## src/rtl/crpred_pkg.sv

```systemverilog
package crpred_pkg;
    localparam int CR_W  = 32;
    localparam int FLD_W = 4;
    localparam int RES_W = 64;
    localparam int SUM_W = 4;

    typedef struct packed {
        logic             out_valid;
        logic [RES_W-1:0] result;
        logic [SUM_W-1:0] summary;
        logic             summ_we;
    } out_state_t;
endpackage

```

## src/rtl/crpred_field_sel.sv

```systemverilog
module crpred_field_sel #(
    parameter int CR_W  = 32,
    parameter int FLD_W = 4,
    localparam int NFLD  = CR_W / FLD_W,
    localparam int SEL_W = $clog2(NFLD)
) (
    input  logic [CR_W-1:0]  cr_value,
    input  logic [SEL_W-1:0] fld_sel,
    output logic [FLD_W-1:0] field
);
    always_comb begin
        field = '0;
        for (int k = 0; k < NFLD; k++) begin
            if (fld_sel == SEL_W'(k))
                field = cr_value[CR_W-1-FLD_W*k -: FLD_W];
        end
    end
endmodule

```

## src/rtl/crpred_reduce.sv

```systemverilog
module crpred_reduce #(
    parameter int FLD_W = 4,
    parameter int RES_W = 64
) (
    input  logic [FLD_W-1:0] field,
    input  logic [FLD_W-1:0] fld_mask,
    input  logic [FLD_W-1:0] fld_map,
    input  logic             any_mode,
    input  logic             vec_mode,
    output logic [RES_W-1:0] result
);
    logic [FLD_W-1:0] hit;
    logic             pred;

    for (genvar i = 0; i < FLD_W; i++) begin : g_bit
        assign hit[i] = fld_mask[i] & ~(fld_map[i] ^ field[i]);
    end

    always_comb begin
        pred = any_mode ? (|hit) : (hit == fld_mask);
        if (vec_mode)
            result = RES_W'(hit);
        else
            result = RES_W'(pred);
    end
endmodule

```

## src/rtl/crpred_summary.sv

```systemverilog
module crpred_summary #(
    parameter int RES_W = 64
) (
    input  logic [RES_W-1:0] result,
    input  logic             ovf_in,
    output logic [3:0]       summary
);
    logic is_neg, is_zero, is_pos;

    always_comb begin
        is_neg  = result[RES_W-1];
        is_zero = (result == '0);
        is_pos  = ~is_neg & ~is_zero;
        summary = {is_neg, is_pos, is_zero, ovf_in};
    end
endmodule

```

## src/rtl/crpred_unit.sv

```systemverilog
module crpred_unit
    import crpred_pkg::*;
(
    input  logic             clk,
    input  logic             rst_n,
    input  logic             in_valid,
    input  logic [31:0]      cr_value,
    input  logic [2:0]       fld_sel,
    input  logic [3:0]       fld_mask,
    input  logic [3:0]       fld_map,
    input  logic             any_mode,
    input  logic             vec_mode,
    input  logic             summ_en,
    input  logic             ovf_in,
    output logic             out_valid,
    output logic [63:0]      result,
    output logic [3:0]       summary,
    output logic             summ_we
);
    logic [FLD_W-1:0] field_w;
    logic [RES_W-1:0] res_w;
    logic [SUM_W-1:0] sum_w;
    out_state_t       st_d, st_q;

    crpred_field_sel #(.CR_W(CR_W), .FLD_W(FLD_W)) u_sel (
        .cr_value (cr_value),
        .fld_sel  (fld_sel),
        .field    (field_w)
    );

    crpred_reduce #(.FLD_W(FLD_W), .RES_W(RES_W)) u_red (
        .field    (field_w),
        .fld_mask (fld_mask),
        .fld_map  (fld_map),
        .any_mode (any_mode),
        .vec_mode (vec_mode),
        .result   (res_w)
    );

    crpred_summary #(.RES_W(RES_W)) u_sum (
        .result  (res_w),
        .ovf_in  (ovf_in),
        .summary (sum_w)
    );

    always_comb begin
        st_d           = st_q;
        st_d.out_valid = in_valid;
        st_d.summ_we   = in_valid & summ_en;
        if (in_valid) begin
            st_d.result  = res_w;
            st_d.summary = sum_w;
        end
    end

    always_ff @(posedge clk) begin
        if (!rst_n) st_q <= '0;
        else        st_q <= st_d;
    end

    assign out_valid = st_q.out_valid;
    assign result    = st_q.result;
    assign summary   = st_q.summary;
    assign summ_we   = st_q.summ_we;
endmodule

```

## config.mk

```make
export PLATFORM = sky130hd
export DESIGN_NAME = crpred_unit
export DESIGN_NICKNAME = d
export VERILOG_FILES = /design/src/rtl/crpred_pkg.sv /design/src/rtl/crpred_field_sel.sv /design/src/rtl/crpred_reduce.sv /design/src/rtl/crpred_summary.sv /design/src/rtl/crpred_unit.sv
export SDC_FILE = /design/constraint.sdc
export NUM_CORES = 1
export LEC_CHECK = 0
export ABC_AREA = 1
export BUFFER_PORTS_ARGS = -buffer_cell sky130_fd_sc_hd__buf_2
export CAP_MARGIN = 0
export CORE_ASPECT_RATIO = 1.5
export CORE_MARGIN = 2
export CORE_UTILIZATION = 41
export CTS_CLUSTER_DIAMETER = 150
export DETAILED_ROUTE_END_ITERATION = 8
export PLACE_DENSITY_LB_ADDON = 0.25
export SLEW_MARGIN = 5
export SYNTH_ARGS = -nofsm -noshare
export SYNTH_HDL_FRONTEND = slang
export SYNTH_SLANG_ARGS = --single-unit
```

## constraint.sdc

```tcl
create_clock -name clk -period 3.09 [get_ports clk]
set_input_delay 0.618 -clock clk [delete_from_list [all_inputs] [get_ports clk]]
set_output_delay 0.618 -clock clk [all_outputs]
set_load 0.01 [all_outputs]
```

Word-level counts from Yosys, hierarchy flattened

Cells that the tools add are included.

Register bits: 70
Latch bits: 0
RAM bits: 0
Memory bits (read-only): 0
Input bits: 50
Output and inout port bits: 70
Word-level logic and storage cells: 41
Memories kept: 0

Add/subtract/negate cells: 0
$mul: 0
Divide/modulo/power cells: 0
Magnitude comparators: 0
Eq/ne operators: 8
Shifts and indexed selects: 0
Multiplexer cells: 10
Bitwise gates (word level): 16
Reductions and logical operators: 3

Operators with widths:

| cell                                           | count |
|---|---|
| logical NOT 64 bit                             | 1 |
| two-way mux 4 bit                              | 9 |
| == test 3 bit (second input constant)          | 4 |
| AND 1 bit                                      | 6 |
| == test 3 x 2 -> 1 bit (second input constant) | 2 |
| NOT 1 bit                                      | 5 |
| == test 4 bit                                  | 1 |
| OR reduction 4 bit                             | 1 |
| bitwise XOR 1 bit                              | 4 |
| == test 3 x 1 -> 1 bit (second input constant) | 1 |
| logical NOT 3 bit                              | 1 |
| two-way mux 1 bit                              | 1 |
| NOT 1 bit (first input constant)               | 1 |

Longest topological paths before layout

Gate-level depths: netlist of the first run.

Word-level depth: 18
Depth in mapped cells: 19
Depth with buffers taken out: 19

Modules after synthesis

Synthesis of the first run repeated with hierarchy kept, for this count alone.

Cells, all modules: 669
Area total of the unflattened synthesis: 4103.9 sq um

By module, submodules not included:

| module           | instances | cells each | area each (sq um) |
|---|---|---|---|
| crpred_unit      | 1         | 437        | 2886.5 |
| crpred_reduce    | 1         | 105        | 631.9 |
| crpred_field_sel | 1         | 59         | 311.5 |
| crpred_summary   | 1         | 68         | 274.0 |

Least setup slack after synthesis of the first run

OpenSTA, ideal clock, no wires.

Kind: input-to-reg
From: input port fld_sel[1]
To: register st_q (netlist bit summary[1])
Arrival time: 1826 ps
Setup slack: 1150 ps
Stages on the path: 15
Buffers on the path: 0
Cell sequence: inv_2 -> nand3_1 -> or2_2 -> nand2_1 -> nand2_2 -> nand2_2 -> nand2_1 -> nand2_1 -> nor2_1 -> nor2_1 -> nand2_1 -> nand3_1 -> nand2_2 -> nand2_1 -> a21oi_2

Longest elaborated chain between the ends: 16
Elaborated cells between the ends (all ways): 33
Those cells by class: 8 x eq/ne; 10 x mux; 12 x bitwise; 3 x reduce/logical

Ends and longest elaborated chain:

| element                                                    | RTL line               | text |
|---|---|---|
| start: declaration                                         | crpred_unit.sv:8       | `input logic [2:0] fld_sel,` |
| logical NOT 3 bit                                          | crpred_field_sel.sv:14 | `if (fld_sel == SEL_W'(k))` |
| two-way mux 4 bit (7 in series)                            | crpred_field_sel.sv:14 |  |
| two-way mux 4 bit (*)                                      | crpred_field_sel.sv:14 |  |
| bitwise XOR 1 bit                                          | crpred_reduce.sv:16    | `assign hit[i] = fld_mask[i] & ~(fld_map[i] ^ field[i]);` |
| NOT 1 bit                                                  | crpred_reduce.sv:16    |  |
| AND 1 bit                                                  | crpred_reduce.sv:16    |  |
| == test 4 bit / OR reduction 4 bit (equally long branches) | crpred_reduce.sv:20    | `pred = any_mode ? (\|hit) : (hit == fld_mask);` |
| two-way mux 1 bit                                          | crpred_reduce.sv:20    |  |
| two-way mux 4 bit (*)                                      | crpred_reduce.sv:21    | `if (vec_mode)` |
| logical NOT 64 bit (*)                                     | crpred_summary.sv:12   | `is_zero = (result == '0);` |
| end signal: assignment                                     | crpred_unit.sv:58      | `else st_q <= st_d;` |
| end: declaration                                           | crpred_unit.sv:23      | `out_state_t st_d, st_q;` |

Mark *: on every way between the ends. The rest lies on a longest branch, timed or not.
A chain may end at the register's enable or synchronous reset.

Worst setup path after layout of the first run

From: input port fld_sel[2]
To: register st_q (netlist bit summary[1])

The elaborated chain is that of the path after synthesis.

==> results of run 1 <==
-- cell type report --
cell class	count	area (um^2)	share of cell area (%)
multi-input combinational	180	841	56.2
inverter	23	88.8	5.94
clock buffer	4	45.0	3.01
tap	40	50.0	3.35
sequential	9	180	12.1
timing repair buffer	58	290	19.4
-- per-stage QoR --
step                      std cells  power [mW]  utilization, %  setup WS (ps)
final                           314       0.436            47.3            951
after global routing            314       0.476            47.3            690
after CTS                       314       0.439            47.3            936
after detailed placement        310       0.304            45.9            696
after global placement          310       0.303            45.9            737
after floorplan                 275       0.304               -           1150
-- worst max-delay path, stage by stage --
cell and delay [ps]:
buf_2 140, inv_2 170, nand3_2 150, or2_1 220, nand2_1 90, nand4_1 90
nand2_1 110, nand3_1 100, nand3_1 100, nand2_1 60, o21bai_1 130, nand3_1 90
nand2_2 80, nand2_1 60, a21oi_2 100
-- per-layer routing --
metal | up-vias | track usage, % | part of all wire [%] | routed length, um
li1 | 683 | - | - | -
met1 | 526 | 14.5 | 33 | 906
met2 | 88 | 27.7 | 51 | 1430
met3 | 11 | 2.21 | 11 | 301
met4 | 0 | 10.2 | 4.9 | 136
met5 | - | 0 | 0 | 0
-- flip-flops by register name (all words and copies together) (netlist names) --
register   flops
result         4
summ_we        1
summary        3
out_valid      1
-- cell families (layout without fill, tap and decap cells) --
group                  Yosys count  in the layout  synth area share (%)
buffers and inverters           86             85                  41.5
DFF                              9              9                  13.2
other                            1             61                 0.276
and+or+nand+nor                102            102                  38.3
AOI/OAI and AO/OA               17             17                  6.72
-- power by group through the flow --
| stage | clock [mW] | combinational [mW] | sequential, mW |
|---|---|---|---|
| after floorplan | 0 | 0.170 | 0.134 |
| after global placement | 0 | 0.174 | 0.129 |
| after detailed placement | 0 | 0.174 | 0.129 |
| after CTS | 0.137 | 0.175 | 0.127 |
| after global routing | 0.145 | 0.203 | 0.128 |
| final | 0.134 | 0.175 | 0.127 |
-- cells in the mapped netlist (all sizes together) --
library cell / number / area [um^2]
a21oi: 10 / 53.8
and2: 1 / 6.26
buf: 61 / 458
clkbuf: 2 / 17.5
conb: 1 / 3.75
dfxtp: 9 / 180
inv: 23 / 88.8
nand2: 50 / 200
nand3: 26 / 155
nand4: 9 / 56.3
nor2: 8 / 32.5
nor3: 2 / 32.5
o21ai: 6 / 30.0
o21bai: 1 / 7.51
or2: 6 / 37.5
-- path summary, 6_finish.rpt --
| kind | depth (start not counted) | slack, ps | start | to |
|---|---|---|---|---|
| setup reg to reg | 2 | 2480 | result[0]$_SDFFE_PN0P_ | result[0]$_SDFFE_PN0P_ |
| hold / removal | 2 | 480 | summary[1]$_SDFFE_PN0P_ | summary[1]$_SDFFE_PN0P_ |
| hold reg to reg | 2 | 480 | summary[1]$_SDFFE_PN0P_ | summary[1]$_SDFFE_PN0P_ |
| setup / recovery | 15 | 950 | fld_sel[2] | summary[1]$_SDFFE_PN0P_ |
==> impl_metrics.py, run 1 <==
metrics = {
    "power": {
        "pwr-share-comb_pct": 40.0,
        "seq_power_share_pct": 29.2,
        "switching_share_pct": 37.0,
        "power.density_nw_per_um2": 292,
        "ir_worst_vdd_mv": 0.168,
        "p_int_mw": 0.275,
        "clockPowerShare_pct": 30.8,
        "p_leak_nw": 0.928,
        "switchingPower_mw": 0.161,
    },
    "routing": {
        "post_drt_wl_per_cell_um": 8.82,
        "vias_per_cell": 4.17,
        "route.detailed.drc": 0,
        "first_iter_violations": 20,
        "postRouteAntennaNets": 0,
        "first_pass_iters": 4,
        "num_vias": 1308,
        "drt-total-wl_mm": 2.77,
    },
    "finish": {
        "nFillCells": 381,
        "layout_common_cells": "conb_1 (61), buf_2 (58), nand2_1 (45)",
        "finish.instance_area_um2": 1500,
        "drive_above_1_share_pct": 29.9,
        "area_delta_synth_final_pct": 9.94,
        "final_common_cell": "conb_1",
        "nNetsFinal": 325,
        "num_antenna_cells": 0,
    },
    "worst_setup_path": {
        "cp.arrival_ps": 2310,
        "path_class": "input pin to flip-flop",
        "crit_required_ps": 3260,
        "cp-start-kind": "input pin",
        "crit_path_end_kind": "flip-flop",
        "path_max_fanout": 11,
    },
    "placement": {
        "port_buffers": 58,
        "gp_congestion": 0.926,
        "dpl-instance-area_um2": 1450,
        "dpl.hpwl_mm": 2.51,
    },
    "yosys": {
        "yosysUniqueCellTypes": 24,
        "syn_area_per_cell_um2": 6.33,
        "syn_area_um2": 1360,
        "synth_warnings": 0,
        "syn-instance-count": 215,
        "synth_seq_cells": 9,
        "ys_seq_area_share_pct": 13.2,
    },
    "status": {
        "outcome": "finished clean",
    },
    "sta": {
        "tns_ps": 0,
        "setup-violations-final": 0,
        "timing.fmax_ghz": 0.467,
        "rsz0062_at_grt": "false",
        "post-route-min-period_ps": 2140,
        "hold_viol": 0,
        "layout_worst_path_cycle_share_pct": 69.2,
        "slew_viol_final": 0,
        "skew_ps": 0,
        "hold_slack_ps": 480,
    },
    "floorplanning": {
        "ioPinCount": 120,
        "rows": 25,
        "die_h_um": 74.5,
        "start_util_pct": 43.0,
        "fp.coreArea_um2": 3160,
        "dieArea_um2": 3800,
        "die_w_um": 51.0,
    },
    "global_routing": {
        "grt_pass1_wl_mm": 4.28,
        "grt_max_degree": 14,
        "grt_pass1_vias": 1085,
        "overflow": 0,
        "grt_use_total_pct": 14.7,
        "grt_antenna_before_repair": 0,
    },
    "clock_network": {
        "clkTransAtPathRegs_ps": 40,
        "cts_root_buf": "clkbuf_8",
        "clock_latency_ps": 230,
        "h-tree-depth": 1,
        "hold_buffers": 0,
        "cts_tree": "yes",
        "cts_setup_buffers": 0,
        "cts_sinks": 9,
        "cts_made_buffers": 3,
        "cts_resized": 0,
        "cts_buffer_depth": 2,
    },
    "flow_run": {
        "maxCapViolCount": 0,
    },
    "worst_hold_path": {
        "worstHoldPathType": "flip-flop to flip-flop",
    },
}
Note: power is estimated with default switching activity, not from simulation.
==> run 2, diff against run 1 <==
--- a/config.mk
+++ b/config.mk
@@ -10,7 +10,7 @@
 export CAP_MARGIN = 0
 export CORE_ASPECT_RATIO = 1.5
 export CORE_MARGIN = 2
-export CORE_UTILIZATION = 41
+export CORE_UTILIZATION = 35
 export CTS_CLUSTER_DIAMETER = 150
 export DETAILED_ROUTE_END_ITERATION = 8
 export PLACE_DENSITY_LB_ADDON = 0.25
==> constraint.sdc (replaced) <==
create_clock -name clk -period 1.85 [get_ports clk]
set_input_delay 0.37 -clock clk [delete_from_list [all_inputs] [get_ports clk]]
set_output_delay 0.37 -clock clk [all_outputs]
set_load 0.01 [all_outputs]
==> run 2 against run 1 <==
Against the previous run:
- clock skew unchanged
- flip-flop and latch count unchanged
- die area up 16%
- final cell count increased by 5.7%
- core utilization down 0.98 points
- largest power group unchanged
- global-route usage decreased by 1.2 points
- critical path type unchanged
==> impl_metrics.py, run 2 (same netlist as run 1, synthesis figures left out) <==
metrics = {
    "status": {
        "outcome": "finished clean",
    },
    "clock_network": {
        "clkTransAtPathRegs_ps": 40,
        "cts_made_buffers": 3,
        "cts_buffer_depth": 2,
        "h-tree-depth": 1,
        "cts_sinks": 9,
        "cts_root_buf": "clkbuf_8",
        "cts_tree": "yes",
        "clock_latency_ps": 230,
    },
    "floorplanning": {
        "ioPinCount": 120,
        "die_h_um": 80.3,
        "die_w_um": 54.9,
        "start_util_pct": 36.9,
        "rows": 27,
        "dieArea_um2": 4410,
        "fp.coreArea_um2": 3680,
    },
    "placement": {
        "dpl.hpwl_mm": 2.75,
        "port_buffers": 58,
        "gp_congestion": 0.826,
        "place_inst": 328,
    },
    "worst_setup_path": {
        "cp.arrival_ps": 1900,
        "path_class": "input pin to flip-flop",
        "cp-start-kind": "input pin",
        "path_max_fanout": 5,
        "crit_path_end_kind": "flip-flop",
        "path_buf_inv": 4,
        "cp_top_family": "simple AND/OR/NAND/NOR gates",
        "crit_required_ps": 2010,
        "path_cells": "buf_12, inv_6, buf_4, nor3_4, buf_6, a21oi_2, nand2_2, nand2_2, nand2_1, nand2_1, nor2_1, nor2_1, nand2_1, nand3_1, nand2_2, nand2_2, a21oi_2",
        "cp_slowest_cell": "nor3_4",
        "critPathMaxStageDelay_ps": 260,
        "cpMostUsedCell": "nand2_2",
    },
    "global_routing": {
        "overflow": 0,
        "grt_use_total_pct": 13.5,
        "grt_max_degree": 14,
        "grt_antenna_before_repair": 0,
        "grt_pass1_vias": 1194,
        "grt_pass1_wl_mm": 4.49,
    },
    "finish": {
        "nFillCells": 421,
        "instances_no_fill": 332,
        "num_antenna_cells": 0,
        "nNetsFinal": 340,
        "final_util_pct": 46.3,
        "final_common_cell": "conb_1",
        "area_delta_synth_final_pct": 25.5,
        "layout_common_cells": "conb_1 (61), buf_2 (55), nand2_1 (42)",
        "largest_reg_flops": 4,
        "drive_above_1_share_pct": 35.6,
    },
    "sta": {
        "post-route-min-period_ps": 1740,
        "slew_viol_final": 0,
        "layout_worst_path_cycle_share_pct": 93.9,
        "timing.fmax_ghz": 0.576,
        "tns_ps": 0,
        "setup-violations-final": 0,
        "skew_ps": 0,
        "hold_viol": 0,
    },
    "flow_run": {
        "maxCapViolCount": 0,
    },
    "power": {
        "ir_worst_vdd_mv": 0.336,
        "power.density_nw_per_um2": 458,
        "power_mw": 0.782,
        "p_leak_nw": 1.02,
    },
    "routing": {
        "drt-total-wl_mm": 3.11,
        "post_drt_wl_per_cell_um": 9.38,
        "route.detailed.drc": 0,
        "first_pass_iters": 4,
        "num_vias": 1377,
        "first_iter_violations": 17,
        "postRouteAntennaNets": 0,
        "vias_per_cell": 4.15,
    },
    "worst_hold_path": {
        "worstHoldPathType": "input pin to flip-flop",
    },
}
## run 2: cell types whose count changed in the layout (fill, tap and decap cells not counted), sizes merged
| cell | previous run | this run |
|---|---|---|
| buf | 58 | 73 |
## run 2: stage by stage
stage / hold slack, ps / setup slack [ps] / cell area, um^2
6_report: 353 / 113 / 1710
3_3_place_gp: 465 / -173 / 1570
5_1_grt: 387 / -2.89 / 1710
3_5_place_dp: 480 / -197 / 1570
2_1_floorplan: 482 / 158 / 1590
4_1_cts: 345 / 45.7 / 1610
## run 2: final timing paths
check                                from  slack [ps]  cells after the start                      end
hold reg to reg   summary[1]$_SDFFE_PN0P_         480                      2  summary[1]$_SDFFE_PN0P_
setup / recovery               fld_sel[2]         110                     17  summary[1]$_SDFFE_PN0P_
setup reg to reg  summary[2]$_SDFFE_PN0P_        1230                      2  summary[2]$_SDFFE_PN0P_
hold / removal                    summ_en         350                      3       summ_we$_SDFF_PN0_
## run 2: repair_timing
action                                  in CTS  in global routing
endpoints found under the setup margin       0                  3
hold buffers                                 0                  0
gates resized for setup                      0                 32
setup buffers                                0                  1
## run 2: layout make-up
type | instances | area [um^2] | share of cell area, %
multi-input cells | 180 | 867 | 50.8
repair buffers | 73 | 454 | 26.6
flip-flops and latches | 9 | 180 | 10.6
inverters | 23 | 106 | 6.23
well taps | 43 | 53.8 | 3.15
clock buffers | 4 | 45.0 | 2.64
## run 2: routing by layer
| layer | GRT usage, % | share of wire [%] |
|---|---|---|
| met5 | 0 | 0 |
| met4 | 5.12 | 1.6 |
| met3 | 1.86 | 10 |
| met2 | 26.3 | 54 |
| met1 | 13.4 | 33 |
## run 2: worst register-to-register path, delay by kind of cell, from the launching register on
kind | cells | cell delay, ps
flops | 1 | 300
compound gates | 2 | 200
## run 2: power by group
part / total [mW] / internal, mW / switching, mW / leakage (nW)
clock network: 0.222 / 0.150 / 0.0724 / 0.0228
logic: 0.347 / 0.140 / 0.207 / 0.924
registers: 0.213 / 0.208 / 0.00479 / 0.0745
total: 0.782 / 0.498 / 0.284 / 1.02
==> run 3, diff against run 2 <==
--- a/config.mk
+++ b/config.mk
@@ -11,6 +11,7 @@
 export CORE_ASPECT_RATIO = 1.5
 export CORE_MARGIN = 2
 export CORE_UTILIZATION = 35
+export CTS_BUF_LIST = sky130_fd_sc_hd__clkbuf_8 sky130_fd_sc_hd__clkbuf_16
 export CTS_CLUSTER_DIAMETER = 150
 export DETAILED_ROUTE_END_ITERATION = 8
 export PLACE_DENSITY_LB_ADDON = 0.25
==> run 3 against run 2 <==
Against the previous run:
- die area stayed put
- register-to-register slack hardly changed
- count of clock-buffer cells in the layout is 1 lower
- worst setup slack better by 0.81 ps
- combinational power hardly changed
- non-clock buffer count stayed put
- largest cell class unchanged
- largest power group unchanged
==> impl_metrics.py, run 3 (same netlist as run 1, synthesis figures left out) <==
metrics = {
    "status": {
        "outcome": "finished clean",
    },
    "worst_setup_path": {
        "path_max_fanout": 5,
        "path_cells": "buf_12, inv_6, buf_4, nor3_4, buf_6, a21oi_2, nand2_2, nand2_2, nand2_1, nand2_1, nor2_1, nor2_1, nand2_1, nand3_1, nand2_2, nand2_2, a21oi_2",
        "cp_slowest_cell": "nor3_4",
        "cp_top_family": "simple AND/OR/NAND/NOR gates",
        "crit_required_ps": 2020,
        "crit_path_end_kind": "flip-flop",
        "r2r_start": "summary[2]$_SDFFE_PN0P_",
        "critPathMaxStageDelay_ps": 260,
        "cp.arrival_ps": 1900,
        "path_buf_inv": 4,
        "path_class": "input pin to flip-flop",
        "cp-start-kind": "input pin",
        "cpMostUsedCell": "nand2_2",
        "crit_start": "fld_sel[2]",
    },
    "worst_hold_path": {
        "hold_start": "summ_en",
        "worstHoldPathType": "input pin to flip-flop",
    },
    "global_routing": {
        "grt_use_total_pct": 13.5,
        "grt_pass1_vias": 1194,
        "overflow": 0,
        "grt_max_degree": 14,
        "grt_antenna_before_repair": 0,
        "grt_pass1_wl_mm": 4.49,
    },
    "finish": {
        "area_delta_synth_final_pct": 25.5,
        "drive_above_1_share_pct": 35.6,
        "final_common_cell": "conb_1",
        "layout_common_cells": "conb_1 (61), buf_2 (55), nand2_1 (42)",
        "nNetsFinal": 340,
        "largest_reg_flops": 4,
        "num_antenna_cells": 0,
    },
    "clock_network": {
        "cts_tree": "yes",
        "cts_made_buffers": 3,
        "clkTransAtPathRegs_ps": 40,
        "cts_buffer_depth": 2,
        "clock_latency_ps": 230,
        "cts_root_buf": "clkbuf_8",
        "h-tree-depth": 1,
        "cts_sinks": 9,
        "hold_buffers": 0,
    },
    "routing": {
        "first_pass_iters": 4,
        "post_drt_wl_per_cell_um": 9.36,
        "vias_per_cell": 4.15,
        "route.detailed.drc": 0,
        "drt-total-wl_mm": 3.11,
        "num_vias": 1379,
        "first_iter_violations": 17,
        "postRouteAntennaNets": 0,
    },
    "placement": {
        "post-place-ws_ps": -197,
        "port_buffers": 58,
        "gp_congestion": 0.826,
        "dpl.hpwl_mm": 2.75,
    },
    "floorplanning": {
        "dieArea_um2": 4410,
        "ioPinCount": 120,
        "die_h_um": 80.3,
        "die_w_um": 54.9,
        "fp.coreArea_um2": 3680,
        "rows": 27,
        "start_util_pct": 36.9,
    },
    "sta": {
        "setup_slack_ps": 114,
        "setup-violations-final": 0,
        "hold_viol": 0,
        "layout_worst_path_cycle_share_pct": 93.9,
        "timing.fmax_ghz": 0.576,
        "skew_ps": 0,
        "post-route-min-period_ps": 1740,
        "slew_viol_final": 0,
    },
    "power": {
        "power_mw": 0.777,
        "ir_worst_vdd_mv": 0.336,
        "p_leak_nw": 1.03,
        "power.density_nw_per_um2": 455,
    },
    "flow_run": {
        "maxCapViolCount": 0,
    },
}
-- run 3: changes by cell type in the layout (fill, tap and decap cells not counted), sizes merged --
cell / change
inv: +1
clkbuf: -1
-- run 3: worst paths after layout --
| path | endpoint | slack, ps | cells after the start |
|---|---|---|---|
| min | summ_we$_SDFF_PN0_ | 350 | 3 |
| min reg2reg | summary[1]$_SDFFE_PN0P_ | 480 | 2 |
| max | summary[1]$_SDFFE_PN0P_ | 110 | 17 |
| max reg2reg | summary[2]$_SDFFE_PN0P_ | 1230 | 2 |
-- run 3: layout make-up --
cell class	count	area, um^2
clock buffers	3	41.3
clock inverters	1	3.75
fillers	421	1980
inverters	23	106
multi-input cells	180	867
flip-flops and latches	9	180
well taps	43	53.8
repair buffers	73	454
-- run 3: metal layers --
layer  global-route usage, %  vias up  wire length, um
li1                        -      715                -
met1                    13.4      575             1040
met2                    26.3       84             1690
met3                    1.86        5              334
met4                    5.12        0               51
met5                       0        -                0
-- run 3: tightest hold or removal path: stages --
cell,delay [ps]
buf_2,90
inv_1,40
nor2_1,30
-- run 3: where the power goes --
group / leakage (nW) / switching [mW] / internal, mW / total, mW
sequential: 0.0745 / 0.00479 / 0.208 / 0.213
clock: 0.0269 / 0.0732 / 0.144 / 0.217
combinational: 0.924 / 0.207 / 0.140 / 0.347
total: 1.03 / 0.285 / 0.492 / 0.777
-- run 3: per-stage QoR --
stage | TNS (ps) | instance area (um^2) | utilization, % | hold slack, ps | std cells
after floorplan | 0 | 1590 | - | 482 | 275
after global placement | -441 | 1570 | 42.5 | 465 | 328
after detailed placement | -463 | 1570 | 42.5 | 480 | 328
after CTS | 0 | 1610 | 43.8 | 345 | 332
after global routing | -2.69 | 1710 | 46.3 | 387 | 332
final | 0 | 1710 | 46.3 | 353 | 332
-- run 3: repair_timing --
item	CTS	global route
setup buffers	0	1
setup endpoints to repair	0	3
gates resized for setup	0	32
